**config.mk**
```make
export PLATFORM = sky130hd
export DESIGN_NAME = flash_cmd_frontend
export DESIGN_NICKNAME = d
export VERILOG_FILES = /design/src/rtl/flash_cmd_pkg.sv /design/src/rtl/spi_edge_sync.sv /design/src/rtl/cmd_collector.sv /design/src/rtl/status_shifter.sv /design/src/rtl/flash_cmd_frontend.sv
export SDC_FILE = /design/constraint.sdc
export NUM_CORES = 1
export LEC_CHECK = 0
export BUFFER_PORTS_ARGS = -buffer_cell sky130_fd_sc_hd__clkbuf_2
export CAP_MARGIN = 20
export CORE_MARGIN = 4
export CORE_UTILIZATION = 45
export DETAILED_ROUTE_END_ITERATION = 10
export GPL_ROUTABILITY_DRIVEN = 1
export HOLD_SLACK_MARGIN = 0.02
export MAX_ROUTING_LAYER = met4
export PLACE_DENSITY = 0.65
export SKIP_LAST_GASP = 1
export SLEW_MARGIN = 25
export SYNTH_ARGS = -nofsm -noshare
export SYNTH_HDL_FRONTEND = slang
export SYNTH_HIERARCHICAL = 1
export SYNTH_SLANG_ARGS = --single-unit
```
**constraint.sdc**
```tcl
create_clock -name clk -period 2.5 [get_ports clk]
set_input_delay 0.125 -clock clk [delete_from_list [all_inputs] [get_ports clk]]
set_output_delay 0.125 -clock clk [all_outputs]
set_load 0.03 [all_outputs]
```
**src/rtl/flash_cmd_pkg.sv**
```systemverilog
package flash_cmd_pkg;
  localparam logic [7:0] OP_RDSR = 8'h05;
  localparam logic [7:0] OP_WREN = 8'h06;
  localparam logic [7:0] OP_WRSR = 8'h01;
  localparam logic [7:0] OP_PROG = 8'h02;
  localparam logic [7:0] OP_SERA = 8'hD8;
  localparam logic [7:0] OP_BERA = 8'hC7;

  typedef enum logic [1:0] {
    K_PROG   = 2'd0,
    K_SERASE = 2'd1,
    K_BERASE = 2'd2,
    K_STWR   = 2'd3
  } cmd_kind_e;
endpackage

```
**src/rtl/spi_edge_sync.sv**
```systemverilog
module spi_edge_sync #(
  parameter int STAGES = 2
) (
  input  logic clk,
  input  logic rst,
  input  logic sclk,
  input  logic cs_n,
  input  logic mosi,
  output logic sclk_rise,
  output logic sclk_fall,
  output logic cs_act,
  output logic cs_rise,
  output logic din
);
  // vector layout: {cs_n, sclk, mosi}; idle value has select high
  localparam logic [2:0] IDLE = 3'b100;

  logic [2:0] cur;
  logic [2:0] last;

  genvar g;
  generate
    for (g = 0; g < STAGES; g++) begin : g_stage
      logic [2:0] q;
      if (g == 0) begin : g_first
        always_ff @(posedge clk) begin
          if (rst) q <= IDLE;
          else     q <= {cs_n, sclk, mosi};
        end
      end else begin : g_next
        always_ff @(posedge clk) begin
          if (rst) q <= IDLE;
          else     q <= g_stage[g-1].q;
        end
      end
    end
  endgenerate

  assign cur = g_stage[STAGES-1].q;

  always_ff @(posedge clk) begin
    if (rst) last <= IDLE;
    else     last <= cur;
  end

  assign cs_act    = ~cur[2];
  assign cs_rise   = cur[2] & ~last[2];
  assign sclk_rise = cur[1] & ~last[1] & ~cur[2];
  assign sclk_fall = ~cur[1] & last[1] & ~cur[2];
  assign din       = cur[0];
endmodule

```
**src/rtl/cmd_collector.sv**
```systemverilog
module cmd_collector
  import flash_cmd_pkg::*;
#(
  parameter int ADDR_BYTES = 3,
  parameter int BCNT_W     = 3
) (
  input  logic                    clk,
  input  logic                    rst,
  input  logic                    cs_act,
  input  logic                    bit_rise,
  input  logic                    din,
  output logic [2:0]              bit_cnt,
  output logic [BCNT_W-1:0]       byte_cnt,
  output logic [7:0]              opcode,
  output logic [8*ADDR_BYTES-1:0] addr,
  output logic [7:0]              data,
  output logic                    rd_mode
);
  localparam int ADDR_W = 8 * ADDR_BYTES;
  localparam logic [BCNT_W-1:0] CNT_ONE   = BCNT_W'(1);
  localparam logic [BCNT_W-1:0] CNT_ALAST = BCNT_W'(ADDR_BYTES);
  localparam logic [BCNT_W-1:0] CNT_SAT   = BCNT_W'(ADDR_BYTES + 2);

  logic [6:0] sr;
  logic [7:0] byte_nxt;
  logic       byte_end;

  assign byte_nxt = {sr, din};
  assign byte_end = bit_rise && (bit_cnt == 3'd7);

  always_ff @(posedge clk) begin
    if (rst) begin
      sr <= '0; bit_cnt <= '0; byte_cnt <= '0;
      opcode <= '0; addr <= '0; data <= '0; rd_mode <= 1'b0;
    end else if (!cs_act) begin
      bit_cnt  <= '0;
      byte_cnt <= '0;
      rd_mode  <= 1'b0;
    end else if (bit_rise) begin
      sr      <= byte_nxt[6:0];
      bit_cnt <= bit_cnt + 3'd1;
      if (byte_end) begin
        if (byte_cnt != CNT_SAT) byte_cnt <= byte_cnt + CNT_ONE;
        if (byte_cnt == '0) begin
          opcode  <= byte_nxt;
          rd_mode <= (byte_nxt == OP_RDSR);
        end
        if (byte_cnt >= CNT_ONE && byte_cnt <= CNT_ALAST)
          addr <= {addr[ADDR_W-9:0], byte_nxt};
        if ((opcode == OP_WRSR && byte_cnt == CNT_ONE) ||
            (opcode == OP_PROG && byte_cnt > CNT_ALAST))
          data <= byte_nxt;
      end
    end
  end

  // byte count moves only on a serial rising edge
  a_r1_byte_step: assert property (@(posedge clk) disable iff (rst)
    (cs_act && !bit_rise) |=> $stable(byte_cnt));
endmodule

```
**src/rtl/status_shifter.sv**
```systemverilog
module status_shifter (
  input  logic       clk,
  input  logic       rst,
  input  logic       cs_act,
  input  logic       bit_fall,
  input  logic       rd_mode,
  input  logic [7:0] status,
  output logic       miso,
  output logic       miso_oe
);
  logic [2:0] idx;
  logic [6:0] snap;

  always_ff @(posedge clk) begin
    if (rst || !cs_act) begin
      miso <= 1'b0; miso_oe <= 1'b0; idx <= '0; snap <= '0;
    end else if (bit_fall && rd_mode) begin
      miso_oe <= 1'b1;
      idx     <= idx + 3'd1;
      if (idx == 3'd0) begin
        miso <= status[7];
        snap <= status[6:0];
      end else begin
        miso <= snap[6];
        snap <= {snap[5:0], 1'b0};
      end
    end
  end

  // output is enabled only in the status-read phase
  a_r3_oe_only_read: assert property (@(posedge clk) disable iff (rst)
    miso_oe |-> rd_mode);
endmodule

```
**src/rtl/flash_cmd_frontend.sv**
```systemverilog
module flash_cmd_frontend
  import flash_cmd_pkg::*;
#(
  parameter int ADDR_BYTES  = 3,
  parameter int SYNC_STAGES = 2
) (
  input  logic                    clk,
  input  logic                    rst,
  input  logic                    spi_clk,
  input  logic                    spi_cs_n,
  input  logic                    spi_mosi,
  input  logic                    mem_done,
  output logic                    spi_miso,
  output logic                    spi_miso_oe,
  output logic                    cmd_start,
  output logic [1:0]              cmd_kind,
  output logic [8*ADDR_BYTES-1:0] cmd_addr,
  output logic [7:0]              cmd_data
);
  localparam int ADDR_W = 8 * ADDR_BYTES;
  localparam int BCNT_W = $clog2(ADDR_BYTES + 3);
  localparam logic [BCNT_W-1:0] B_SINGLE = BCNT_W'(1);
  localparam logic [BCNT_W-1:0] B_STWR   = BCNT_W'(2);
  localparam logic [BCNT_W-1:0] B_SERA   = BCNT_W'(ADDR_BYTES + 1);
  localparam logic [BCNT_W-1:0] B_PROG   = BCNT_W'(ADDR_BYTES + 2);

  logic sclk_rise, sclk_fall, cs_act, cs_rise, din;
  logic [2:0]        bit_cnt;
  logic [BCNT_W-1:0] byte_cnt;
  logic [7:0]        opcode, data;
  logic [ADDR_W-1:0] addr;
  logic              rd_mode;

  logic       wel, wip, tb;
  logic [2:0] bp;
  logic [7:0] status;
  logic       go, wel_set;
  cmd_kind_e  go_kind;

  spi_edge_sync #(.STAGES(SYNC_STAGES)) u_sync (
    .clk(clk), .rst(rst), .sclk(spi_clk), .cs_n(spi_cs_n), .mosi(spi_mosi),
    .sclk_rise(sclk_rise), .sclk_fall(sclk_fall), .cs_act(cs_act),
    .cs_rise(cs_rise), .din(din)
  );

  cmd_collector #(.ADDR_BYTES(ADDR_BYTES), .BCNT_W(BCNT_W)) u_coll (
    .clk(clk), .rst(rst), .cs_act(cs_act), .bit_rise(sclk_rise), .din(din),
    .bit_cnt(bit_cnt), .byte_cnt(byte_cnt), .opcode(opcode), .addr(addr),
    .data(data), .rd_mode(rd_mode)
  );

  assign status = {2'b00, tb, bp, wel, wip};

  status_shifter u_tx (
    .clk(clk), .rst(rst), .cs_act(cs_act), .bit_fall(sclk_fall),
    .rd_mode(rd_mode), .status(status), .miso(spi_miso), .miso_oe(spi_miso_oe)
  );

  // Commit decision at the end of a transfer
  always_comb begin
    go      = 1'b0;
    wel_set = 1'b0;
    go_kind = K_PROG;
    if (cs_rise && bit_cnt == 3'd0 && !wip) begin
      case (opcode)
        OP_WREN: wel_set = (byte_cnt == B_SINGLE);
        OP_WRSR: begin go = wel && (byte_cnt == B_STWR); go_kind = K_STWR; end
        OP_PROG: begin go = wel && (byte_cnt == B_PROG); go_kind = K_PROG; end
        OP_SERA: begin go = wel && (byte_cnt == B_SERA); go_kind = K_SERASE; end
        OP_BERA: begin
          go      = wel && (byte_cnt == B_SINGLE) && (bp == 3'b000);
          go_kind = K_BERASE;
        end
        default: ;
      endcase
    end
  end

  always_ff @(posedge clk) begin
    if (rst) begin
      wel <= 1'b0; wip <= 1'b0; tb <= 1'b0; bp <= '0;
      cmd_start <= 1'b0; cmd_kind <= '0; cmd_addr <= '0; cmd_data <= '0;
    end else begin
      cmd_start <= go;
      if (mem_done) wip <= 1'b0;
      if (go) begin
        cmd_kind <= go_kind;
        cmd_addr <= addr;
        cmd_data <= data;
        wel      <= 1'b0;
        wip      <= 1'b1;
        if (go_kind == K_STWR) begin
          tb <= data[5];
          bp <= data[4:2];
        end
      end else if (wel_set) begin
        wel <= 1'b1;
      end
    end
  end

  // a start needs write-enable and leaves the block busy
  a_r5_needs_wel: assert property (@(posedge clk) disable iff (rst)
    cmd_start |-> $past(wel));
  a_r5_sets_busy: assert property (@(posedge clk) disable iff (rst)
    cmd_start |-> (wip && !wel));
  // starts only follow a select release
  a_r6_on_release: assert property (@(posedge clk) disable iff (rst)
    cmd_start |-> $past(cs_rise));
  // nothing starts while busy, write-enable cannot rise while busy
  a_r8_busy_reject: assert property (@(posedge clk) disable iff (rst)
    cmd_start |-> !$past(wip));
  a_r8_wel_idle: assert property (@(posedge clk) disable iff (rst)
    $rose(wel) |-> !$past(wip));
  // bulk erase only with all level bits clear
  a_r11_bulk_unprot: assert property (@(posedge clk) disable iff (rst)
    (cmd_start && cmd_kind == K_BERASE) |-> ($past(bp) == 3'b000));
  // output released once select goes high
  a_r3_oe_release: assert property (@(posedge clk) disable iff (rst)
    !cs_act |=> !spi_miso_oe);
endmodule

```
# ---- Word level (Yosys, flattened, before mapping)
# Index checks and enable logic that the tools add are counted.
dict set report totals {
  register_bits 116
  latch_bits 0
  ram_bits 0
  romBits 0
  in_bits 6
  output_inout_bits 37
  word_cells 89
  n_memories 0
}
dict set report op_classes {
  n_addsub 3
  multipliers 0
  n_div 0
  order_cmp 3
  eq_ne 13
  shift 0
  muxes 10
  bitwise_logic 9
  n_reduce_logical 29
}
# cell n
set op_table {}
lappend op_table {{$eq 8x3->1 const B} 2}
lappend op_table {{$eq 8x8->1 const B} 2}
lappend op_table {{$logic_and 1x1->1} 12}
lappend op_table {{$logic_not 3->1} 4}
lappend op_table {{$reduce_and 4->1} 3}
lappend op_table {{$add 3x1->3 const B} 3}
lappend op_table {{$eq 3x3->1 const B} 3}
lappend op_table {{$eq 8x1->1 const B} 1}
lappend op_table {{$eq 8x2->1 const B} 1}
lappend op_table {{$mux 7} 1}
lappend op_table {{$mux 1} 6}
lappend op_table {{$pmux 2 s3} 1}
lappend op_table {{$reduce_and 3->1} 2}
lappend op_table {{$and 1x1->1} 5}
lappend op_table {{$not 1->1} 4}
lappend op_table {{$pmux 1 s4} 1}
lappend op_table {{$reduce_and 2->1} 2}
lappend op_table {{$reduce_or 2->1} 2}
lappend op_table {{$eq 3x1->1 const B} 1}
lappend op_table {{$eq 3x2->1 const B} 1}
lappend op_table {{$ge 3x1->1 const B} 1}
lappend op_table {{$gt 3x2->1 const B} 1}
lappend op_table {{$le 3x2->1 const B} 1}
lappend op_table {{$ne 3x3->1 const B} 1}
lappend op_table {{other kinds (5)} 6}

# ---- Depth between registers and ports, before layout
dict set report logic_depth {
  depth_word 7
  depth_mapped 7
}

# ---- Hierarchy
# Netlist, hierarchy kept.
# module n_inst cells_each area_each_um2 seq_area_each_um2
set modules_own_cells {}
lappend modules_own_cells {cmd_collector 1 226 2209.6 1081.0}
lappend modules_own_cells {flash_cmd_frontend 1 206 1970.6 820.8}
lappend modules_own_cells {status_shifter 1 58 548.0 240.2}
lappend modules_own_cells {spi_edge_sync 1 20 235.2 160.2}

# ---- Worst setup path before layout
# OpenSTA, ideal clock, no wires.
dict set report synth_path {
  path_type {reg2reg}
  from {reg u_coll.byte_cnt[0]}
  to {reg cmd_addr[0]}
  setup_time_ns 0.072
  t_arrival_ns 2.038
  required_time_ns 2.428
  setup_slack_ns 0.390
  path_stages_with_launch 8
  synth_period_minus_slack_ns 2.110
  cell_sequence {dfxtp_1 or3b_1 or4_1 o22ai_2 o21a_1 buf_6 buf_12 mux2i_1}
}
dict set report synth_between {
  elab_chain_len 5
  word_cells_on_any_way 11
}
# item line_no
set synth_lines {}
lappend synth_lines {{start: declaration} cmd_collector.sv:13} ;# output logic [BCNT_W-1:0] byte_cnt,
lappend synth_lines {{start signal: assignment} cmd_collector.sv:43} ;# if (byte_cnt != CNT_SAT) byte_cnt <= byte_cnt + CNT_ONE;
lappend synth_lines {{$eq 3x1->1} flash_cmd_frontend.sv:71} ;# go = wel && (byte_cnt == B_SINGLE) && (bp == 3'b000);
lappend synth_lines {{$logic_and 1x1->1 (2 in a row)} flash_cmd_frontend.sv:71}
lappend synth_lines {{$pmux 1 s4 *} flash_cmd_frontend.sv:65} ;# case (opcode)
lappend synth_lines {{$mux 1 *} flash_cmd_frontend.sv:64} ;# if (cs_rise && bit_cnt == 3'd0 && !wip) begin
lappend synth_lines {{end signal: assignment} flash_cmd_frontend.sv:88} ;# cmd_addr <= addr;
lappend synth_lines {{end: declaration} flash_cmd_frontend.sv:17} ;# output logic [8*ADDR_BYTES-1:0] cmd_addr,
# Mark *: on every way between the ends. The rest lies on a longest branch, timed or not.
# A chain may end at the register's enable or synchronous reset.

# ---- Final worst setup path
dict set report layout_path {
  from {reg u_coll.byte_cnt[0]}
  to {reg cmd_addr[1]}
}
# The elaborated chain is that of the path after synthesis.

==> qor.yml <==
synthesis:
  synthCells: 510
  yosysSeqAreaShare_pct: 46.4
  synthFlopType: "dfxtp_1"
  synth_area_per_cell_sq_um: 9.73
  yosys_warnings: 6
  synth_edf_count: 0
  ys_ff_latch: 115
  synth_area_sq_um: 4960
  synth_cell_types: 57
  async_flop_share_pct: 0
clock_network:
  cts_root_buffer: "clkbuf_8"
  ctsHoldBuffers: 7
  postCtsResizedCells: 0
  insertion_delay_ns: 0.51
  htree_num_levels: 4
  postCtsSetupBuffers: 0
  cts_made_buffers: 17
  clkTransAtPathRegs_ns: 0.06
  clock-sinks: 115
  cts_buffer_depth: 2
  cts_tree: "built"
cells_and_area:
  regArea_sq_um: 2300
  drive_above_1_share_pct: 17.8
  multi_input_area_sq_um: 2360
  fin_nets: 574
  antenna_cells: 0
  fillers: 956
  synthToLayoutAreaGrowth_pct: 18.0
worst_setup_path:
  endpoint_kind: "flip-flop"
  crit_path_cell_trace: "or3b_1 -> or4_1 -> o22ai_2 -> o21a_2 -> buf_4 -> mux2i_1"
  cpPeakStageDelay_ns: 0.49
  critPathKind: "flip-flop to flip-flop"
  worstPathArrival_ns: 2.83
  required_ns: 2.93
  crit_path_top_delay_cell: "dfxtp_1"
  path_max_fanout: 14
  start_kind: "flip-flop"
  rrSetupSlack_ns: 0.10
timing:
  post-route-min-period_ns: 2.40
  fin_crit_sh_pct: 95.9
  final.setup.tns_ns: 0
  worstMarginPinSlew_ns: 0.706
  maxSlewHeadroom_pct: 52.9
  fmax_mhz: 417
  timing.hold.ws_ns: 0.370
  worst_clock_skew_ns: 0.00937
  slew_violations: 0
  hold_viol: 0
  setup_violations: 0
  rsz0062_at_grt: "no"
power_and_ir_drop:
  vdd_drop_max_mv: 0.357
  power_density_nw_per_um2: 741
  leakagePower_uw: 0.00226
floorplan:
  ios: 43
  die_w_um: 113
  die_h_um: 113
  rows: 38
  die_area_sq_um: 12800
  initial_core_util_pct: 45.8
  core_sq_um: 10800
grt:
  grt_pass1_wl_mm: 17.4
  gr-total-overflow: 0
  grtUsageTotal_pct: 17.2
  grt_start_max_net_pins: 60
  grt_pass1_vias: 3601
  antenna_found_initial: 0
placement:
  port_buffers: 42
  place.gp.congestion: 0.878
  hpwl_mm: 6.91
min_path:
  min_path_type: "input pin to flip-flop"
route:
  via_per_inst: 5.13
  final_antenna_net_count: 0
  vias: 3656
  totalWireLength_mm: 10.1
  avgRoutedWirePerCell_um: 14.2
  drc: 0
  firstDrtPassIters: 4
  drtIter0Drc: 260
status:
  outcome: "finished clean"
job:
  maxCapViolCount: 0
## logic make-up (layout without fill, tap and decap cells)
logic type | after synthesis | after routing | synth area share, %
AOI/OAI and AO/OA | 43 | 43 | 6.50
DFF | 115 | 115 | 46.4
buffers and inverters | 37 | 99 | 6.13
adders and majority gates | 8 | 8 | 2.02
xor gates and xnor gates | 4 | 4 | 0.706
and+or+nand+nor | 223 | 223 | 22.3
muxes | 79 | 79 | 15.9
other | 1 | 2 | 0.0756
## placed cells by master, fill, tap and decap left out, types with 3 or more instances in the layout
cell type,count
dfxtp_1,115
o21ai_0,3
bufinv_16,3
inv_1,8
nand2b_1,21
a211oi_1,8
nand2_1,93
inv_6,3
ha_1,8
clkbuf_2,42
clkinv_4,5
nor2b_1,6
nand4b_1,3
dlygate4sd3_1,7
mux2i_1,79
or2_1,3
xnor2_1,3
buf_4,7
nand3_1,20
a21oi_1,22
nor4b_1,4
clkbuf_16,16
nor2_1,46
## flip-flops by register name (all words and copies together) (netlist names), 7 cells and up
register / cells
cmd_addr: 24
u_coll/data: 8
cmd_data: 8
u_coll/opcode: 8
u_tx/snap: 7
u_coll/addr: 24
u_coll/sr: 7
## synth_stat cells (3+ instances only)
library cell	n	area share (%)
clkbuf_8	5	1.4
ha_1	8	2.0
buf_2	3	0.30
nand2b_1	21	2.6
nor2_1	46	3.5
buf_6	3	0.68
nand3_1	20	2.0
nand4b_1	3	0.53
clkbuf_1	9	0.68
buf_12	5	2.0
dfxtp_1	115	46
inv_1	8	0.61
nor2b_1	6	0.76
o21ai_0	3	0.30
a211oi_1	8	1.2
mux2i_1	79	16
nor4b_1	4	0.71
or2_1	3	0.38
xnor2_1	3	0.53
a21oi_1	22	2.2
nand2_1	93	7.0
## area by class of cell
class | count | area share [%]
clock buffers | 18 | 7.30
clock inverters | 14 | 3.03
inverters | 9 | 0.577
multi-input cells | 359 | 40.3
flip-flops and latches | 115 | 39.3
well taps | 140 | 2.99
repair buffers | 58 | 6.49
## critical path, delay by kind of cell, from the launching register on
family                 cells  cell delay (ns)
muxes                      1             0.23
and+or+nand+nor            2             0.84
DFF                        1             0.49
buffers and inverters      1             0.26
AOI/OAI and AO/OA          2             0.48
## stage by stage
step / util [%] / cells / total power [uW] / worst slack, ns / area (sq um)
floorplan: - / 511 / 1930 / 0.390 / 4970
global placement: 47.6 / 673 / 1940 / 0.269 / 5160
detailed placement: 47.8 / 674 / 1940 / 0.129 / 5180
CTS: 54.1 / 713 / 4380 / 0.120 / 5860
global route: 54.1 / 713 / 4490 / 0.0448 / 5860
finish: 54.1 / 713 / 4340 / 0.103 / 5860
## power breakdown
| part | internal, uW | switching (uW) | leakage, uW |
|---|---|---|---|
| clock | 1560 | 876 | 0.000296 |
| combinational | 23.6 | 43.7 | 0.00104 |
| sequential | 1840 | 3.20 | 0.000927 |
| total | 3420 | 922 | 0.00226 |
## routing by layer
layer  routed length (um)  track usage [%]  vias up  share of wire [%]
li1                     -                -     1845                  -
met1                 4610             21.0     1736                 46
met2                 4970             27.7       63                 49
met3                  393             4.55       12                3.9
met4                  143             6.01        0                1.4
met5                    0                -        -                  0
## final timing paths
kind	from	endpoint	cells after the start
hold / removal	spi_mosi	u_sync/g_stage[0].q[0]	3
setup / recovery	u_coll/byte_cnt[0]	cmd_addr[1]	6
setup reg to reg	u_coll/byte_cnt[0]	cmd_addr[1]	6
hold reg to reg	u_sync/g_stage[0].q[2]	u_sync/cur[2]	1
No activity file was read; power rests on OpenSTA's default activity.
